$ cat src/rtl/supply_guard.sv
module supply_guard #(
  parameter int unsigned SETTLE_CYCLES = 128000,
  parameter int unsigned DIP_CYCLES    = 56
) (
  input  logic clk,
  input  logic ext_rst_n,
  input  logic above_on,
  input  logic below_off,
  output logic intf_en,
  output logic drive_en,
  output logic rst_lowbat_n
);
  localparam int unsigned SW = $clog2(SETTLE_CYCLES + 1);
  localparam int unsigned DW = $clog2(DIP_CYCLES + 1);

  logic [1:0]    on_q, off_q;
  logic [SW-1:0] settle_q;
  logic [DW-1:0] dip_q;
  logic          up_q;

  wire on_s        = on_q[1];
  wire off_s       = off_q[1];
  wire supply_good = on_s && !off_s;
  wire settle_done = settle_q == SW'(SETTLE_CYCLES - 1);
  wire dip_done    = dip_q == DW'(DIP_CYCLES - 1);

  always_ff @(posedge clk or negedge ext_rst_n) begin
    if (!ext_rst_n) begin
      on_q  <= '0;
      off_q <= '0;
    end else begin
      on_q  <= {on_q[0], above_on};
      off_q <= {off_q[0], below_off};
    end
  end

  always_ff @(posedge clk or negedge ext_rst_n) begin
    if (!ext_rst_n) begin
      settle_q <= '0;
      dip_q    <= '0;
      up_q     <= 1'b0;
    end else if (!up_q) begin
      dip_q <= '0;
      if (!supply_good)     settle_q <= '0;
      else if (settle_done) begin
        settle_q <= '0;
        up_q     <= 1'b1;
      end else              settle_q <= settle_q + 1'b1;
    end else begin
      settle_q <= '0;
      if (!off_s)        dip_q <= '0;
      else if (dip_done) begin
        dip_q <= '0;
        up_q  <= 1'b0;
      end else           dip_q <= dip_q + 1'b1;
    end
  end

  assign intf_en      = up_q;
  assign drive_en     = up_q;
  assign rst_lowbat_n = up_q;
endmodule

$ cat config.mk
export PLATFORM = sky130hd
export DESIGN_NAME = supply_guard
export DESIGN_NICKNAME = d
export VERILOG_FILES = /design/src/rtl/supply_guard.sv
export SDC_FILE = /design/constraint.sdc
export NUM_CORES = 1
export LEC_CHECK = 0
export BUFFER_PORTS_ARGS = -buffer_cell sky130_fd_sc_hd__buf_2
export CELL_PAD_IN_SITES_DETAIL_PLACEMENT = 1
export CELL_PAD_IN_SITES_GLOBAL_PLACEMENT = 1
export CORE_UTILIZATION = 46
export DETAILED_ROUTE_END_ITERATION = 7
export GPL_TIMING_DRIVEN = 0
export PLACE_DENSITY = 0.78
export SYNTH_ARGS = -nofsm -noshare
export SYNTH_HDL_FRONTEND = slang
export SYNTH_SLANG_ARGS = --single-unit
$ cat constraint.sdc
create_clock -name clk -period 2.1 [get_ports clk]
set_input_delay 0.315 -clock clk [delete_from_list [all_inputs] [get_ports clk]]
set_output_delay 0.315 -clock clk [all_outputs]
set_load 0.1 [all_outputs]
* Word-level counts from Yosys, hierarchy flattened
Index checks and enable logic that the tools add are counted.
** Word-level totals
- Flip-flop bits (word level) :: 28
- Input port bits :: 4
- Output and inout bits :: 3
- Word-level logic and storage cells :: 22
** Cells by class
- Add/subtract/negate cells :: 2
- Eq/ne operators :: 2
- Mux-type cells :: 11
- Reduce and logical (&&, ||, !) cells :: 2
** Operators with widths (count)
- two-way mux 17 bit :: 3
- two-way mux 6 bit :: 3
- adder 17 x 1 -> 17 bit, second input constant :: 1
- == test 17 bit, second input constant :: 1
- adder 6 x 1 -> 6 bit, second input constant :: 1
- == test 6 bit, second input constant :: 1
- two-way mux 1 bit :: 5
- logical AND 1 bit :: 1
- zero test 1 bit :: 1

* Logic depth before layout (Yosys ltp)
Gate-level depths: netlist (run 1).
- Word-level depth :: 4
- Gate-level depth with buffers :: 6
- Gate-level depth less buffers :: 5

* Worst setup path before layout (run 1)
OpenSTA, ideal clock, no wires.
- Path type :: flip-flop to output port
- Start :: reg up_q, in the netlist drive_en
- End :: out intf_en
- Arrival time :: 1409 ps
- Path slack :: 376 ps
- Stages on the path, launching flop included :: 2
- Path buffers :: 1
- Path through :: dfrtp_1 buf_4
** RTL lines
- start, declared :: RTL line 19 : logic up_q;
- start signal, assigned :: RTL line 41 : up_q <= 1'b0;
- start signal, assigned :: RTL line 47 : up_q <= 1'b1;
- start signal, assigned :: RTL line 54 : up_q <= 1'b0;
- end, declared :: RTL line 9 : output logic intf_en,
No word-level cell between the ends.

* Worst setup path after layout (run 1)
- Start :: reg settle_q[0]
- End :: reg settle_q[9]
** Between the ends
- Longest elaborated chain between the ends :: 4
- Elaborated cells between the ends (all ways) :: 5
** RTL lines
- start, declared :: RTL line 17 : logic [SW-1:0] settle_q;
- start signal, assigned :: RTL line 48 : end else settle_q <= settle_q + 1'b1;
- adder 17 x 1 -> 17 bit / == test 17 bit (equally long branches) :: RTL line 48, 24
- two-way mux 17 bit * :: RTL line 45 : else if (settle_done) begin
- two-way mux 17 bit * :: RTL line 44 : if (!supply_good) settle_q <= '0;
- two-way mux 17 bit * :: RTL line 42 : end else if (!up_q) begin
Mark *: on every way between the ends. The rest lies on a longest branch, timed or not.

==> impl_metrics.tcl, run 1 <==
set metrics [dict create \
    netlist_area_sq_mm 0.00125 \
    rsz0062_at_grt "no" \
    port_buffers 6 \
    avgSynthCellArea_sq_um 10.6 \
    hold_class "in2reg" \
    worstSetupStartpointType "flip-flop" \
    yosysWarnings 0 \
    vias 853 \
    clock_skew_ns 0.00752 \
    grt_pass1_wl_um 4020 \
    grt_pass1_vias 891 \
    start_util 0.498 \
    cts_root_buffer "clkbuf_4" \
    io_pins 7 \
    grt_max_degree 29 \
    cts_made_buffers 3 \
    die_h_um 54.2 \
    antenna_found_initial 0 \
    hpwlAfterDp_um 1660 \
    fin_nets 136 \
    cts_num_sinks 28 \
    critPathCaptureType "flip-flop" \
    antenna_cells 0 \
    r2r-start "settle_q[0]" \
    max_freq_ghz 0.560 \
    fin_util 0.543 \
    power.density_mw_per_mm2 612 \
    worstHoldStart "above_on" \
    post-cts-setup-buffers 0 \
    wl_per_cell_um 14.4 \
    area_growth_pct 9.07 \
    htree_levels 1 \
    reg2reg_slack_ns 0.31 \
    max_stage_delay_ns 0.41 \
    synth_most_common_cell "dfrtp_1" \
    std_cell_rows 18 \
    tritoncts "yes" \
    reg2reg_depth 6 \
    leakage_nw 0.587 \
    wirelength_um 2290 \
    final-max-slew-violation-count 0 \
    initialDrtViolationCount 14 \
    ys_ff_latch 28 \
    finalSetupTns_ns 0 \
    crit_path_max_fanout 10 \
    synth_common_cells "dfrtp_1 (28), nor2_1 (23), xnor2_1 (12)" \
    cts_buffer_depth 2 \
    fp.dieW_um 54.2 \
    grt-ovfl-total 0 \
    path_cells "ha_1 -> nand3_2 -> nor3_1 -> a21o_2 -> buf_6 -> nor2_1" \
    hold_violations 0 \
    worst_pin_slew_ns 0.623 \
    startpoint "settle_q[0]" \
    clk_pin_slew_worst_paths_ns 0.15 \
    worst_path_max_delay_cell "dfrtp_1" \
    post-route-min-period_ns 1.79 \
    synthArstFlopShare 1.00 \
    setup_viol_count_final 0 \
    synth_top_cell_by_area "dfrtp_1" \
    firstDrtPassIters 4 \
    synthCells 118 \
    drive_gt1_frac 0.155 \
    syn_nets 124 \
    synth_area_leaders "dfrtp_1 (56%), xnor2_1 (8.4%), nor2_1 (6.9%)" \
    maxCapViolCount 0 \
    die_area_sq_mm 0.00294 \
    dominantRegCellSynth "dfrtp_1" \
    period_share 0.851 \
    whs_endpoint "on_q[0]" \
    outcome "finished clean" \
    grt.total_usage 0.199 \
    relSlewSlack 0.585 \
    synth-edff-count 0 \
    coreArea_sq_mm 0.00252 \
    clk_latency_ns 0.33 \
    crit_type "reg2reg" \
    gp_congestion 0.768 \
    holdPathStages 1 \
    synth_top_area_share 0.558 \
    ys_seq_area_frac 0.558 \
    worst_ep_arrival_time_ns 2.02 \
    ir_drop_mv 0.539 \
    required_ns 2.34 \
    synth_cell_types 25 \
    drc 0 \
    postRouteAntennaNets 0 \
    worstReg2RegEnd "settle_q[9]" \
    via_per_inst 5.36 \
]
## logic make-up (layout without fill, tap and decap cells)
group,count (synthesis),in the layout,synth area share
buffers and inverters,8,19,0.0419
adders and majority gates,2,2,0.0199
and+or+nand+nor,58,58,0.233
xor gates and xnor gates,18,18,0.126
AOI/OAI and AO/OA,4,4,0.0209
DFF,28,28,0.558
## placed cells by master (no fill, tap or decap), types with 5 or more instances in the layout
master / count
nand3_1: 9
nand2_1: 5
xor2_1: 6
dfrtp_1: 28
buf_2: 6
xnor2_1: 12
nor2_1: 23
## registers in the layout (all words and copies together), names as in the netlist
name      cells
settle_q     17
dip_q         6
off_q         2
on_q          2
drive_en      1
## repair_timing
item / 4_1_cts / 5_1_grt
hold endpoints to repair: 28 / 0
gates resized for setup: 0 / 0
hold buffers: 1 / 0
## power by group
group	internal, mW	leakage (nW)	total [mW]	switching (mW)
Clock	0.106	0.0210	0.262	0.156
Sequential	0.545	0.381	0.549	0.00392
Combinational	0.00787	0.185	0.0263	0.0184
## per-layer routing
| layer | vias to the layer above | wire length, um | track usage |
|---|---|---|---|
| li1 | 418 | - | - |
| met2 | 11 | 1120 | 0.325 |
| met4 | 0 | 64 | 0.120 |
| met1 | 419 | 1060 | 0.246 |
| met3 | 5 | 45 | 0.0306 |
| met5 | - | 0 | 0 |
## layout make-up
cell class                      count  area, sq um
Buffer                              4         37.5
Clock buffer                        4         36.3
Fill cell                         290         1150
Inverter                            4         15.0
Multi-Input combinational cell     82          502
Sequential cell                    28          701
Tap cell                           30         37.5
Timing Repair Buffer                7         40.0
## worst max-delay path by stage
stage	endpoint	depth (start not counted)
4_1_cts	settle_q[7]	6
2_1_floorplan	intf_en	1
3_5_place_dp	settle_q[7]	6
3_3_place_gp	settle_q[14]	6
5_1_grt	settle_q[15]	6
6_report	settle_q[9]	6
## critical path: cells and delay by family, from the launching register on
kind | cells | cell delay (ns)
flip-flops | 1 | 0.41
AO/OA/AOI/OAI | 1 | 0.27
buffers and inverters | 1 | 0.16
adder cells (fa/ha/maj) | 1 | 0.27
AND/OR/NAND/NOR | 3 | 0.58
## per-stage QoR
step | hold slack, ns | std cells | cell area, sq um | worst slack [ns] | total power [mW]
after global placement | 0.336 | 154 | 1320 | 0.372 | 0.584
after CTS | 0.0605 | 159 | 1370 | 0.294 | 0.852
after detailed placement | 0.339 | 154 | 1320 | 0.320 | 0.585
after floorplan | 0.0194 | 118 | 1250 | 0.376 | 0.568
final | 0.0739 | 159 | 1370 | 0.313 | 0.838
after global routing | 0.0586 | 159 | 1370 | 0.156 | 0.869
No activity file was read; power rests on OpenSTA's default activity.
==> inputs of run 2 (changes only) <==
Settings changed: CORE_ASPECT_RATIO set to 1.4.
==> impl_metrics.tcl, run 2 (synthesized netlist as in run 1, its figures left out) <==
set metrics [dict create \
    outcome "finished clean" \
    firstDrtPassIters 3 \
    htree_levels 1 \
    required_ns 2.33 \
    worst_pin_slew_ns 0.616 \
    initialDrtViolationCount 9 \
    reg_top3 "settle_q (17), dip_q (6)" \
    max_freq_ghz 0.557 \
    antenna_cells 0 \
    clk_pin_slew_worst_paths_ns 0.15 \
    finalSetupTns_ns 0 \
    final-max-slew-violation-count 0 \
    cts_resized 0 \
    rsz0062_at_grt "no" \
    crit_type "reg2reg" \
    cts_num_sinks 28 \
    clock_skew_ns 0.00927 \
    wirelength_um 2460 \
    fillCellCount 313 \
    crit_path_max_fanout 10 \
    post_dp_cell_area_sq_mm 0.00133 \
    ir_drop_mv 0.476 \
    reg2reg_slack_ns 0.30 \
    worst_ep_arrival_time_ns 2.03 \
    gp_congestion 0.698 \
    grt_pass1_vias 979 \
    grt-ovfl-total 0 \
    largest_register_ffs 17 \
    leakage_nw 0.594 \
    worst_path_max_delay_cell "dfrtp_1" \
    fin_nets 136 \
    hold_violations 0 \
    post-route-min-period_ns 1.80 \
    cts_root_buffer "clkbuf_4" \
    vias 870 \
    multi_input_area_sq_um 502 \
    dp.cells 160 \
    final_cell_mix "dfrtp_1 (28), nor2_1 (23), xnor2_1 (12), nand3_1 (9)" \
    postRouteAntennaNets 0 \
    path_buf_inv 1 \
    grt.total_usage 0.205 \
    post-cts-setup-buffers 0 \
    std_cell_rows 22 \
    tritoncts "yes" \
    die_area_sq_mm 0.00294 \
    max_stage_delay_ns 0.42 \
    worst_slack_ns 0.304 \
    layout_commonest_cell "dfrtp_1" \
    path_cells "ha_1 -> nand3_2 -> nor3_1 -> a21o_2 -> buf_6 -> nor2_1" \
    coreArea_sq_mm 0.00262 \
    worstSetupStartpointType "flip-flop" \
    stdcell_count 165 \
    cp_top_family "simple AND/OR/NAND/NOR gates" \
    cts_buffer_depth 2 \
    power.density_mw_per_mm2 666 \
    drive_gt1_frac 0.155 \
    grt_pass1_wl_um 4290 \
    grt_max_degree 29 \
    via_per_inst 5.27 \
    top_register "settle_q" \
    start_util 0.480 \
    p_total_mw 0.927 \
    port_buffers 6 \
    setup_viol_count_final 0 \
    final_area_sq_mm 0.00139 \
    cts_made_buffers 3 \
    hold_class "in2reg" \
    antenna_found_initial 0 \
    critPathCaptureType "flip-flop" \
    clk_latency_ns 0.33 \
    drc 0 \
    die_h_um 63.8 \
    area_growth_pct 11.0 \
    hpwlAfterDp_um 1790 \
    wl_per_cell_um 14.9 \
    period_share 0.855 \
    preCtsSetupSlack_ns 0.267 \
    fp.dieW_um 46.1 \
    maxCapViolCount 0 \
    relSlewSlack 0.590 \
    layout.area.seq_sq_um 701 \
    io_pins 7 \
]
[run 2: per-layer routing]
layer | track usage | part of all wire | wire length [um] | up-vias
met5 | 0 | 0 | 0 | -
met2 | 0.379 | 0.57 | 1390 | 5
met3 | 0.0169 | 0.0077 | 19 | 5
met4 | 0.110 | 0.028 | 68 | 0
met1 | 0.212 | 0.40 | 980 | 444
li1 | - | - | - | 416
[run 2: layout make-up]
cell class	instances	share of cell area
buffer	4	0.0270
clock buffer	3	0.0162
clock inverter	1	0.0216
inverter	4	0.0108
multi-input combinational	82	0.360
sequential	28	0.503
tap	36	0.0323
timing repair buffer	7	0.0288
[run 2: repair_timing]
item                                    in CTS  in global routing
endpoints found under the hold margin       28                  0
hold buffers                                 1                  0
endpoints found under the setup margin       0                  0
[run 2: metrics by stage]
stage / hold WS (ns) / utilization
floorplan: 0.0194 / -
detailed placement: 0.338 / 0.509
global route: 0.0553 / 0.533
finish: 0.0695 / 0.533
CTS: 0.0575 / 0.533
global placement: 0.335 / 0.509
[run 2: worst paths after layout]
kind / endpoint / depth (start not counted) / start
worst max register to register: settle_q[9] / 6 / settle_q[0]
min in group asynchronous: dip_q[1] / 2 / ext_rst_n
worst max-delay path: settle_q[9] / 6 / settle_q[0]
worst min-delay path: off_q[0] / 1 / below_off
max in group asynchronous: settle_q[7] / 2 / ext_rst_n
worst min register to register: off_q[1] / 0 / off_q[0]
[run 2: report_power, final]
group          total, mW  internal (mW)  switching [mW]
clock network      0.353          0.193           0.160
logic             0.0257        0.00779          0.0179
registers          0.549          0.545         0.00389
total              0.927          0.746           0.181
==> inputs of run 3 (changes only) <==
Settings changed: ABC_AREA set to 1, CORE_UTILIZATION 46 to 45, PLACE_DENSITY 0.78 to 0.79.
==> impl_metrics.tcl, run 3 <==
set metrics [dict create \
    worst_slack_ns 0.496 \
    worstSetupStartpointType "flip-flop" \
    antenna_found_initial 0 \
    post-route-min-period_ns 1.60 \
    io_pins 7 \
    r2r-start "settle_q[0]" \
    worst_pin_slew_ns 0.617 \
    synth_top_area_share 0.493 \
    area_growth_pct 10.4 \
    relSlewSlack 0.588 \
    drive_gt1_frac 0.177 \
    post_dp_cell_area_sq_mm 0.00150 \
    wirelength_um 3080 \
    synthMuxAreaShare 0 \
    rsz0062_at_grt "no" \
    period_share 0.764 \
    die_h_um 68.5 \
    postCtsHoldBufs 0 \
    htree_levels 1 \
    clk_latency_ns 0.27 \
    fp.dieW_um 49.5 \
    largest_register_ffs 17 \
    synth_cell_types 21 \
    cts_made_buffers 3 \
    die_area_sq_mm 0.00339 \
    busiest_layer "met2" \
    clock_skew_ns 0.00342 \
    final_cell_mix "nand2_1 (40), nor2_1 (29), dfrtp_1 (28), inv_1 (20), nor2_2 (11)" \
    hold_class "in2async" \
    synth_top_cell_by_area "dfrtp_1" \
    leakage_nw 0.669 \
    synthArstFlopShare 1.00 \
    coreArea_sq_mm 0.00294 \
    hpwlAfterDp_um 2360 \
    port_buffers 6 \
    post-cts-setup-buffers 0 \
    hold_violations 0 \
    critPathCaptureType "flip-flop" \
    crit_path_max_fanout 10 \
    tritoncts "yes" \
    synth_top_family_by_area "simple AND/OR/NAND/NOR gates" \
    synth-edff-count 0 \
    start_util 0.484 \
    worst_ep_arrival_time_ns 1.78 \
    crit_path_end "settle_q[14]" \
    synth_most_common_cell "nand2_1" \
    gr-usage-met3 0.0132 \
    netlist_area_sq_mm 0.00142 \
    path_cells "ha_1 -> nand2_2 -> nor2_4 -> nand3_4 -> o21ai_4 -> buf_6 -> nor2_2" \
    std_cell_rows 23 \
    synth_xor_area_frac 0.0370 \
    post_synth_and_or_nand_nor_area_fraction 0.338 \
    cts_resized 0 \
    max_stage_delay_ns 0.41 \
    preCtsSetupSlack_ns 0.494 \
    top_register "settle_q" \
    finalSetupTns_ns 0 \
    synth_compound_area_frac 0.0431 \
    maxCapViolCount 0 \
    required_ns 2.27 \
    ys_seq_area_frac 0.493 \
    setup_viol_count_final 0 \
    worst_path_max_delay_cell "dfrtp_1" \
    layout_commonest_cell "nand2_1" \
    power.density_mw_per_mm2 639 \
    initialDrtViolationCount 20 \
    crit_type "reg2reg" \
    grt_pass1_vias 1190 \
    syn_nets 177 \
    reg2reg_slack_ns 0.50 \
    firstDrtPassIters 4 \
    avgSynthCellArea_sq_um 8.31 \
    grtUsageMet1 0.220 \
    clk_pin_slew_worst_paths_ns 0.10 \
    grt_pass1_wl_um 5160 \
    startpoint "settle_q[0]" \
    yosysWarnings 0 \
    drc 0 \
    postRouteAntennaNets 0 \
    final_area_sq_mm 0.00157 \
    ys_ff_latch 28 \
    grt-ovfl-total 0 \
    fin_nets 188 \
    reg_top3 "settle_q (17), dip_q (6)" \
    grt.total_usage 0.206 \
    synth_common_cells "nand2_1 (40), nor2_1 (29), dfrtp_1 (28)" \
    gr-usage-met2 0.425 \
    synth_fa_ha_area_frac 0.0176 \
    outcome "finished clean" \
    wl_per_cell_um 14.1 \
    cts_root_buffer "clkbuf_8" \
    antenna_cells 0 \
    synth_area_leaders "dfrtp_1 (49%), nand2_1 (11%), nor2_1 (7.7%)" \
    gp_congestion 0.795 \
    fillCellCount 365 \
    grt_max_degree 29 \
    via_per_inst 5.09 \
    max_freq_ghz 0.624 \
    ir_drop_mv 0.338 \
    worstReg2RegEnd "settle_q[14]" \
    cts_buffer_depth 2 \
    vias 1110 \
    cts_num_sinks 28 \
    dominantRegCellSynth "dfrtp_1" \
    synthCells 171 \
    reg2reg_depth 7 \
    final-max-slew-violation-count 0 \
]
[run 3: cell count changes after synthesis, sizes merged, moves of 2 or more]
cell / delta
xor2: -2
and3: -3
inv: +16
nand3: -2
nor2: +19
nand2: +39
o21bai: +2
o21ai: +4
xnor2: -10
nor4: -4
[run 3: critical path, delay by kind of cell, from the launching register on]
kind,cells,cell delay (ns)
AO/OA/AOI/OAI,1,0.23
adder cells (fa/ha/maj),1,0.24
buffers and inverters,1,0.21
flip-flops,1,0.41
AND/OR/NAND/NOR,4,0.42
[run 3: report_power, final]
part / switching [mW] / leakage (nW) / internal, mW
Combinational: 0.0228 / 0.253 / 0.00750
Sequential: 0.00321 / 0.381 / 0.544
Clock: 0.170 / 0.0357 / 0.255
Total: 0.196 / 0.669 / 0.807
[run 3: area by class of cell]
type	count	area (sq um)	share of cell area
Sequential cell	28	701	0.447
Buffer	3	26.3	0.0167
Clock buffer	3	41.3	0.0263
Multi-Input combinational cell	120	619	0.395
Inverter	20	75.1	0.0478
Clock inverter	1	30.0	0.0191
Tap cell	37	46.3	0.0295
Timing Repair Buffer	6	30.0	0.0191
[run 3: per-stage QoR]
stage | hold WS (ns) | power (mW) | std cells | util
finish | 0.0402 | 1.00 | 218 | 0.535
global route | 0.0943 | 1.03 | 218 | 0.535
global placement | 0.332 | 0.588 | 214 | 0.510
CTS | 0.0653 | 1.01 | 218 | 0.535
detailed placement | 0.357 | 0.590 | 214 | 0.510
floorplan | 0.0194 | 0.572 | 171 | -
[run 3: how the worst min path moves through the flow]
stage,depth (start not counted),slack [ns],start,to
floorplan,0,0.02,ext_rst_n,dip_q[0]
global placement,0,0.33,off_q[0],off_q[1]
detailed placement,0,0.36,off_q[0],off_q[1]
CTS,1,0.07,ext_rst_n,settle_q[16]
global route,1,0.09,ext_rst_n,dip_q[1]
finish,1,0.04,ext_rst_n,settle_q[12]
[run 3: logic make-up after synthesis]
logic type / count (synthesis)
simple gates: 103
flops: 28
buf+inv: 23
compound gates: 9
xor+xnor: 6
fa+ha+maj: 2
[run 3: routing by layer]
metal  routed length, um  part of all wire
met2                1790              0.58
met1                1230              0.40
met5                   0                 0
met4                  29            0.0094
met3                  31             0.010
